--- src/rtl/pause_timer_pkg.sv ---
package pause_timer_pkg;

  // Outcome of the input handshake on one edge.
  typedef enum logic [1:0] {
    LD_NONE = 2'd0,
    LD_ARM  = 2'd1,
    LD_ZERO = 2'd2
  } load_kind_e;

endpackage

--- src/rtl/pause_load_decode.sv ---
module pause_load_decode
  import pause_timer_pkg::*;
#(
  parameter int QNT_W = 16
) (
  input  logic             clk,
  input  logic             rst_n,
  input  logic             qnt_valid,
  input  logic [QNT_W-1:0] qnt_value,
  input  logic             qnt_zero,
  output logic             qnt_ready,
  output load_kind_e       kind
);

  logic rdy_q;
  logic accept;

  // Ready is asserted at the first edge after reset is released and stays high.
  always_ff @(posedge clk) begin
    if (!rst_n) rdy_q <= 1'b0;
    else        rdy_q <= 1'b1;
  end

  assign qnt_ready = rdy_q;
  assign accept    = qnt_valid && rdy_q;

  always_comb begin
    if (!accept)
      kind = LD_NONE;
    else if (qnt_zero || (qnt_value == '0))
      kind = LD_ZERO;
    else
      kind = LD_ARM;
  end

  // once ready, the block never withdraws it
  p_ready_stays_r2: assert property (@(posedge clk) disable iff (!rst_n)
    qnt_ready |=> qnt_ready);

  // the zero class is produced only by a real handshake
  p_zero_needs_accept_r7: assert property (@(posedge clk) disable iff (!rst_n)
    (kind == LD_ZERO) |-> (qnt_valid && qnt_ready));

endmodule

--- src/rtl/pause_counter.sv ---
module pause_counter
  import pause_timer_pkg::*;
#(
  parameter int W = 16
) (
  input  logic         clk,
  input  logic         rst_n,
  input  load_kind_e   kind,
  input  logic [W-1:0] value,
  input  logic         tx_idle,
  output logic         running,
  output logic         expire
);

  localparam logic [W-1:0] ONE = W'(1);

  logic [W-1:0] cnt_q;

  always_ff @(posedge clk) begin
    if (!rst_n) begin
      cnt_q <= '0;
    end else begin
      case (kind)
        LD_ARM:  cnt_q <= value;
        LD_ZERO: cnt_q <= '0;
        default: if ((cnt_q != '0) && tx_idle) cnt_q <= cnt_q - ONE;
      endcase
    end
  end

  assign running = (cnt_q != '0);
  assign expire  = (kind == LD_NONE) && tx_idle && (cnt_q == ONE);

  // one step per idle edge
  p_step_r4: assert property (@(posedge clk) disable iff (!rst_n)
    (kind == LD_NONE && running && tx_idle) |=> (cnt_q == $past(cnt_q) - ONE));

  // frozen while transmitting
  p_freeze_r4: assert property (@(posedge clk) disable iff (!rst_n)
    (kind == LD_NONE && !tx_idle) |=> $stable(cnt_q));

  // a load replaces the count
  p_reload_r8: assert property (@(posedge clk) disable iff (!rst_n)
    (kind == LD_ARM) |=> (cnt_q == $past(value)));

  // zero load empties the count
  p_zero_clear_r7: assert property (@(posedge clk) disable iff (!rst_n)
    (kind == LD_ZERO) |=> !running);

endmodule

--- src/rtl/pause_irq_latch.sv ---
module pause_irq_latch (
  input  logic clk,
  input  logic rst_n,
  input  logic set_ev,
  input  logic clr,
  input  logic mask_en,
  output logic status,
  output logic irq
);

  logic status_d;

  // Set wins over clear.
  assign status_d = set_ev | (status & ~clr);

  always_ff @(posedge clk) begin
    if (!rst_n) begin
      status <= 1'b0;
      irq    <= 1'b0;
    end else begin
      status <= status_d;
      irq    <= status_d & mask_en;
    end
  end

  // sticky without clear
  p_sticky_r9: assert property (@(posedge clk) disable iff (!rst_n)
    (status && !clr) |=> status);

  // set beats clear
  p_set_wins_r9: assert property (@(posedge clk) disable iff (!rst_n)
    set_ev |=> status);

  // masked line never fires when the mask was off
  p_mask_r10: assert property (@(posedge clk) disable iff (!rst_n)
    !mask_en |=> !irq);

endmodule

--- src/rtl/pause_rx_timer.sv ---
module pause_rx_timer
  import pause_timer_pkg::*;
#(
  parameter int QNT_W = 16
) (
  input  logic             clk,
  input  logic             rst_n,
  input  logic             qnt_valid,
  output logic             qnt_ready,
  input  logic [QNT_W-1:0] qnt_value,
  input  logic             qnt_zero,
  input  logic             tx_idle,
  input  logic             irq_mask_en,
  input  logic             irq_clr,
  output logic             tx_hold,
  output logic             irq_status,
  output logic             irq_out
);

  load_kind_e kind;
  logic       expire;
  logic       set_ev;

  pause_load_decode #(.QNT_W(QNT_W)) u_dec (
    .clk       (clk),
    .rst_n     (rst_n),
    .qnt_valid (qnt_valid),
    .qnt_value (qnt_value),
    .qnt_zero  (qnt_zero),
    .qnt_ready (qnt_ready),
    .kind      (kind)
  );

  pause_counter #(.W(QNT_W)) u_cnt (
    .clk     (clk),
    .rst_n   (rst_n),
    .kind    (kind),
    .value   (qnt_value),
    .tx_idle (tx_idle),
    .running (tx_hold),
    .expire  (expire)
  );

  assign set_ev = expire || (kind == LD_ZERO);

  pause_irq_latch u_irq (
    .clk     (clk),
    .rst_n   (rst_n),
    .set_ev  (set_ev),
    .clr     (irq_clr),
    .mask_en (irq_mask_en),
    .status  (irq_status),
    .irq     (irq_out)
  );

  // expiry releases hold and raises status
  p_expire_r6: assert property (@(posedge clk) disable iff (!rst_n)
    expire |=> (!tx_hold && irq_status));

  // nonzero load engages hold
  p_arm_hold_r3: assert property (@(posedge clk) disable iff (!rst_n)
    (kind == LD_ARM) |=> tx_hold);

endmodule

--- config.mk ---
export PLATFORM = sky130hd
export DESIGN_NAME = pause_rx_timer
export DESIGN_NICKNAME = d
export VERILOG_FILES = /design/src/rtl/pause_timer_pkg.sv /design/src/rtl/pause_load_decode.sv /design/src/rtl/pause_counter.sv /design/src/rtl/pause_irq_latch.sv /design/src/rtl/pause_rx_timer.sv
export SDC_FILE = /design/constraint.sdc
export NUM_CORES = 1
export LEC_CHECK = 0
export ABC_CLOCK_PERIOD_IN_PS = 2540
export BUFFER_PORTS_ARGS = -buffer_cell sky130_fd_sc_hd__buf_4
export CAP_MARGIN = 0
export CELL_PAD_IN_SITES_DETAIL_PLACEMENT = 1
export CELL_PAD_IN_SITES_GLOBAL_PLACEMENT = 2
export CORE_MARGIN = 2
export CORE_UTILIZATION = 28
export CTS_CLUSTER_SIZE = 10
export DETAILED_ROUTE_END_ITERATION = 12
export PLACE_DENSITY = 0.75
export SETUP_SLACK_MARGIN = 0.5
export SYNTH_ARGS = -nofsm -noshare
export SYNTH_HDL_FRONTEND = slang
export SYNTH_HIERARCHICAL = 1
export SYNTH_SLANG_ARGS = --single-unit
--- constraint.sdc ---
create_clock -name clk -period 2.54 [get_ports clk]
set_clock_uncertainty 0.2 [all_clocks]
set_input_delay 0.127 -clock clk [delete_from_list [all_inputs] [get_ports clk]]
set_output_delay 0.127 -clock clk [all_outputs]
set_load 0.01 [all_outputs]
# ---- Word level (Yosys, flattened, before mapping)
# Index checks and enable logic that the tools add are counted.
dict set report totals {
  reg_bits 19
  input_bits 23
  out_inout_bits 4
}
dict set report classes {
  add_sub_neg 1
  n_eq_ne 3
  muxes 5
  n_bitwise 4
  n_reduce_logical 10
}
# operator count
set ops {}
lappend ops {{$pmux W16 S2} 1}
lappend ops {{$eq A16 B1 Y1 const B} 1}
lappend ops {{$logic_not A16 Y1} 1}
lappend ops {{$mux W16} 1}
lappend ops {{$reduce_bool A16 Y1} 1}
lappend ops {{$sub A16 B1 Y16 const B} 1}
lappend ops {{$logic_and A1 B1 Y1} 4}
lappend ops {{$mux W2} 2}
lappend ops {{$reduce_bool A3 Y1} 1}
lappend ops {{$and A1 B1 Y1} 2}
lappend ops {{$eq A2 B1 Y1 const B} 1}
lappend ops {{$eq A2 B2 Y1 const B} 1}
lappend ops {{$logic_not A2 Y1} 1}
lappend ops {{$logic_or A1 B1 Y1} 2}
lappend ops {{$mux W1} 1}
lappend ops {{$not A1 Y1} 1}
lappend ops {{$or A1 B1 Y1} 1}

# ---- Longest topological paths before layout
dict set report logic_depth {
  ltp_word 10
  mapped_depth 12
  mapped_depth_nobuf 10
}

# ---- Cells and area by module
# Netlist, hierarchy kept.
# module instances cells_each area_each_um2
set modules_own_cells {}
lappend modules_own_cells {pause_counter 1 147 1148.6}
lappend modules_own_cells {pause_load_decode 1 9 80.1}
lappend modules_own_cells {pause_irq_latch 1 5 71.3}
lappend modules_own_cells {pause_rx_timer 1 2 11.3}

# ---- Least setup slack after synthesis
# OpenSTA, ideal clock, no wires.
dict set report synth_path {
  path_type {input to register}
  startpoint {input port qnt_value[6]}
  endpoint {register u_cnt.cnt_q[10]}
  setup_time_ns 0.079
  arrival_time_ns 2.168
  setup_slack_ns 0.093
  cell_stages 10
  cell_sequence {nor4_1 -> a41oi_1 -> nor2_1 -> inv_1 -> ha_1 -> clkbuf_1 -> and2_0 -> clkbuf_1 -> a22oi_1 -> a211oi_2}
}
dict set report synth_between {
  elab_chain_len 6
  elab_cells_between_ends 8
  classes_between {2 x eq/ne; 3 x mux; 3 x reduce/logical}
}
# item line
set synth_lines {}
lappend synth_lines {{start, declared} pause_rx_timer.sv:10} ;# input logic [QNT_W-1:0] qnt_value,
lappend synth_lines {{$logic_not A16 Y1 (*)} pause_load_decode.sv:30} ;# else if (qnt_zero || (qnt_value == '0))
lappend synth_lines {{$logic_or A1 B1 Y1 (*)} pause_load_decode.sv:30}
lappend synth_lines {{$mux W2 (*)} pause_load_decode.sv:30}
lappend synth_lines {{$mux W2 (*)} pause_load_decode.sv:28} ;# if (!accept)
lappend synth_lines {{via kind[1]} pause_rx_timer.sv:20} ;# load_kind_e kind;
lappend synth_lines {{$eq A2 B2 Y1 / $eq A2 B1 Y1 (equally long branches)} pause_counter.sv:23} ;# case (kind)
lappend synth_lines {{$pmux W16 S2 / $reduce_bool A3 Y1 (equally long branches)} n/a}
lappend synth_lines {{end signal, assigned} pause_counter.sv:24} ;# LD_ARM: cnt_q <= value;
lappend synth_lines {{end signal, assigned} pause_counter.sv:26} ;# default: if ((cnt_q != '0) && tx_idle) cnt_q <= cnt_q - ONE;
lappend synth_lines {{end, declared} pause_counter.sv:17} ;# logic [W-1:0] cnt_q;
# The timed path passes the listed nets; every way through them passes the cells marked *.
# A chain may end at the register's enable or synchronous reset.

# ---- Final worst setup path
dict set report layout_path {
  startpoint {register u_cnt.cnt_q[0]}
  endpoint {register u_cnt.cnt_q[12]}
}
dict set report layout_between {
  elab_chain_len 3
  elab_cells_between_ends 6
  classes_between {1 x add/sub; 2 x mux; 3 x reduce/logical}
}
# item line
set layout_lines {}
lappend layout_lines {{$sub A16 B1 Y16 / $reduce_bool A16 Y1 (equally long branches)} pause_counter.sv:26}
lappend layout_lines {{$mux W16 / $logic_and A1 B1 Y1 (equally long branches)} pause_counter.sv:26}
lappend layout_lines {{$pmux W16 S2 / $reduce_bool A3 Y1 (equally long branches)} n/a}
# Several ways; a longest one is shown, not always the timed one. The select of a mux whose other input is x is not followed.

==> results_dict.tcl <==
set metrics [dict create \
    status "finished clean" \
    max_freq_ghz 0.470 \
    fillCellCount 507 \
    postSynthCellCount 163 \
    ys_seq_elements 19 \
    post_drt_wl_per_cell_um 22.2 \
    die_area_um2 5250 \
    h-tree-depth 1 \
    dp_cells 236 \
    yosysSeqAreaShare_pct 29.0 \
    p_seq_share_pct 25.3 \
    core_area_um2 4440 \
    final_util_pct 49.4 \
    fin_nets 239 \
    via_per_inst 5.97 \
    power_frac_comb_pct 63.5 \
    p_clk_share_pct 11.2 \
    switching_power_mw 0.914 \
    firstDrtPassIters 5 \
    start_util_pct 29.5 \
    synth_cell_types 43 \
    vdd_drop_max_uv 294 \
    worstPathRequired_ns 2.50 \
    grt_overflow 0 \
    timing.rr.start "u_cnt/cnt_q[0]" \
    numCtsBuffers 3 \
    root_buffer "clkbuf_8" \
    grt_pass1_vias 1615 \
    drc 0 \
    die-width_um 72.4 \
    avgSynthCellArea_um2 8.04 \
    holdWs_ns 0.0268 \
    syn_area_um2 1310 \
    crit_slowest_cell "a211o_4" \
    min_period_over_period_pct 83.8 \
    r2r_end "u_cnt/cnt_q[12]" \
    tns_ns 0 \
    hp-class "in2reg" \
    drv_cap 0 \
    routabilityCongestion 0.797 \
    cts_tree "done" \
    max_slew_margin_pct 60.2 \
    rsz0062_at_grt "true" \
    switching_share_pct 45.5 \
    drive_gt1_share_pct 53.8 \
    place_hpwl_mm 3.35 \
    antenna_found_initial 0 \
    crit_chain "inv_2 > ha_4 > nor3b_4 > buf_4 > nand4b_4 > a211o_4 > o21ai_1 > nor2_1" \
    cpPeakStageDelay_ns 0.42 \
    stdcell_count 262 \
    multiInputGateArea_um2 1190 \
    grt.total_usage_pct 21.3 \
    syn_nets 191 \
    cellPowerDensity_nw_per_um2 915 \
    clk_latency_ns 0.26 \
    clk_path_buf_depth 2 \
    area_growth_pct 67.3 \
    routed_wl_mm 5.82 \
    ys_warn_count 6 \
    setup_viol 0 \
    ant_nets 0 \
    path_max_fanout 5 \
    ff_latch_area_um2 392 \
    clock-sinks 19 \
    startpoint_type "flop" \
    ys.flop_type "dfxtp_1" \
    antennaDiodeCount 0 \
    hp-start "qnt_value[5]" \
    grt_pass1_wl_mm 8.57 \
    rows 24 \
    grt_max_degree 14 \
    r2r_slack_ns 0.41 \
    synth_edf_count 0 \
    r2r_cells 8 \
    vias 1564 \
    io_buffer_count 26 \
    whs_path_depth 3 \
    worstMarginPinSlew_ns 0.597 \
    finalMaxSlewViolations 0 \
    crit_path_end_kind "flop" \
    clk_pin_slew_ns 0.08 \
    finalHoldViolations 0 \
    p_int_mw 1.09 \
    drtIter0Drc 83 \
    crit_type "reg2reg" \
    cp.arrival_ns 2.09 \
    die_h_um 72.4 \
    hold_end "u_cnt/cnt_q[5]" \
    min_period_ns 2.13 \
    p_leak_nw 0.855 \
    async_reset_ff_share_pct 0 \
    io-pin-count 27 \
]
[registers in the layout, summed over array words and instances (netlist names)]
name and count:
u_cnt/cnt_q 16, u_dec/qnt_ready 1, u_irq/status 1, u_irq/irq 1
[cell usage after synthesis, drive strengths merged, types with 4 or more instances]
library cell | count | share of area (%)
xor2 | 5 | 3.3
o21ai | 8 | 3.1
nand2 | 10 | 2.9
a21oi | 12 | 4.6
nand3 | 5 | 1.9
inv | 7 | 2.0
a211oi | 4 | 3.4
buf | 4 | 2.9
nor2 | 18 | 5.2
dfxtp | 19 | 29
o31ai | 4 | 2.3
nor4 | 11 | 6.2
ha | 5 | 4.8
nor3 | 6 | 2.3
clkbuf | 7 | 2.0
[worst max path at each step]
stage	start	end	slack [ns]	cells after the start
2_1_floorplan	qnt_value[2]	u_cnt/cnt_q[9]	0.47	9
3_5_place_dp	qnt_value[6]	u_cnt/cnt_q[9]	-0.007	9
5_1_grt	u_cnt/cnt_q[0]	u_cnt/cnt_q[12]	0.38	8
3_3_place_gp	qnt_value[6]	u_cnt/cnt_q[14]	0.08	11
6_report	u_cnt/cnt_q[0]	u_cnt/cnt_q[12]	0.41	8
4_1_cts	u_cnt/cnt_q[0]	tx_hold	0.48	6
[timing repair]
item / CTS / global route
hold endpoints to repair: 6 / 1
cloned: 3 / 0
setup endpoints to repair: 19 / 19
resized for setup: 44 / 31
hold buffers: 5 / 1
pin swaps: 12 / 25
setup buffers: 5 / 8
[power by group through the flow]
stage / clock network, mW / logic, mW / registers, mW
after global routing: 0.248 / 1.37 / 0.520
after detailed placement: 0 / 0.888 / 0.477
after global placement: 0 / 0.874 / 0.475
final: 0.224 / 1.27 / 0.508
after floorplan: 0 / 0.696 / 0.449
after CTS: 0.230 / 1.12 / 0.484
[cell families after synthesis]
kind of cell	count (synthesis)	share of synthesized area, %
and+or+nand+nor	64	27.9
AOI/OAI and AO/OA	51	27.9
buffers and inverters	19	7.16
DFF	19	29.0
xor gates and xnor gates	5	3.34
adders and majority gates	5	4.77
[per-layer routing]
metal / track usage [%] / up-vias / wire length, um
li1: - / 708 / -
met5: 0 / - / 0
met4: 7.00 / 0 / 135
met2: 37.3 / 50 / 2990
met1: 27.1 / 795 / 2430
met3: 2.50 / 11 / 264
[worst max-delay path, delay by kind of cell (launching register included)]
family / cells / cell delay (ns)
compound gates: 2 / 0.61
simple gates: 3 / 0.43
flops: 1 / 0.37
buf+inv: 2 / 0.25
fa+ha+maj: 1 / 0.15
[layout by cell type, fill, tap and decap left out, drive strengths merged, types with 2 or more instances in the layout]
| master | count |
|---|---|
| a31oi | 2 |
| o31ai | 4 |
| o211a | 2 |
| a32oi | 2 |
| a21o | 3 |
| a211oi | 4 |
| nor3b | 3 |
| nor3 | 6 |
| xor2 | 5 |
| nand3 | 5 |
| o211ai | 3 |
| dlygate4sd3 | 6 |
| and2 | 3 |
| nand2 | 10 |
| nor2b | 3 |
| nor2 | 18 |
| dfxtp | 19 |
| o21ai | 8 |
| a21oi | 12 |
| or4 | 2 |
| clkinv | 2 |
| nor4 | 11 |
| nand4b | 2 |
| a22oi | 3 |
| buf | 46 |
| inv | 7 |
| clkbuf | 3 |
| ha | 5 |
| a211o | 2 |
[stage by stage]
step           cell area, um^2  setup slack [ns]  power [mW]
2_1_floorplan             1440             0.466        1.14
3_3_place_gp              1660            0.0821        1.35
3_5_place_dp              1660          -0.00743        1.36
4_1_cts                   2000             0.482        1.84
5_1_grt                   2190             0.377        2.14
6_report                  2190             0.411        2.01
[area by class of cell]
cell class	instances	area share, %
multi-input combinational	127	54.2
clock inverter	1	0.228
inverter	8	1.60
tap	52	2.97
clock buffer	3	1.88
sequential	19	17.9
timing repair buffer	52	21.3
No activity file was read; power rests on OpenSTA's default activity.
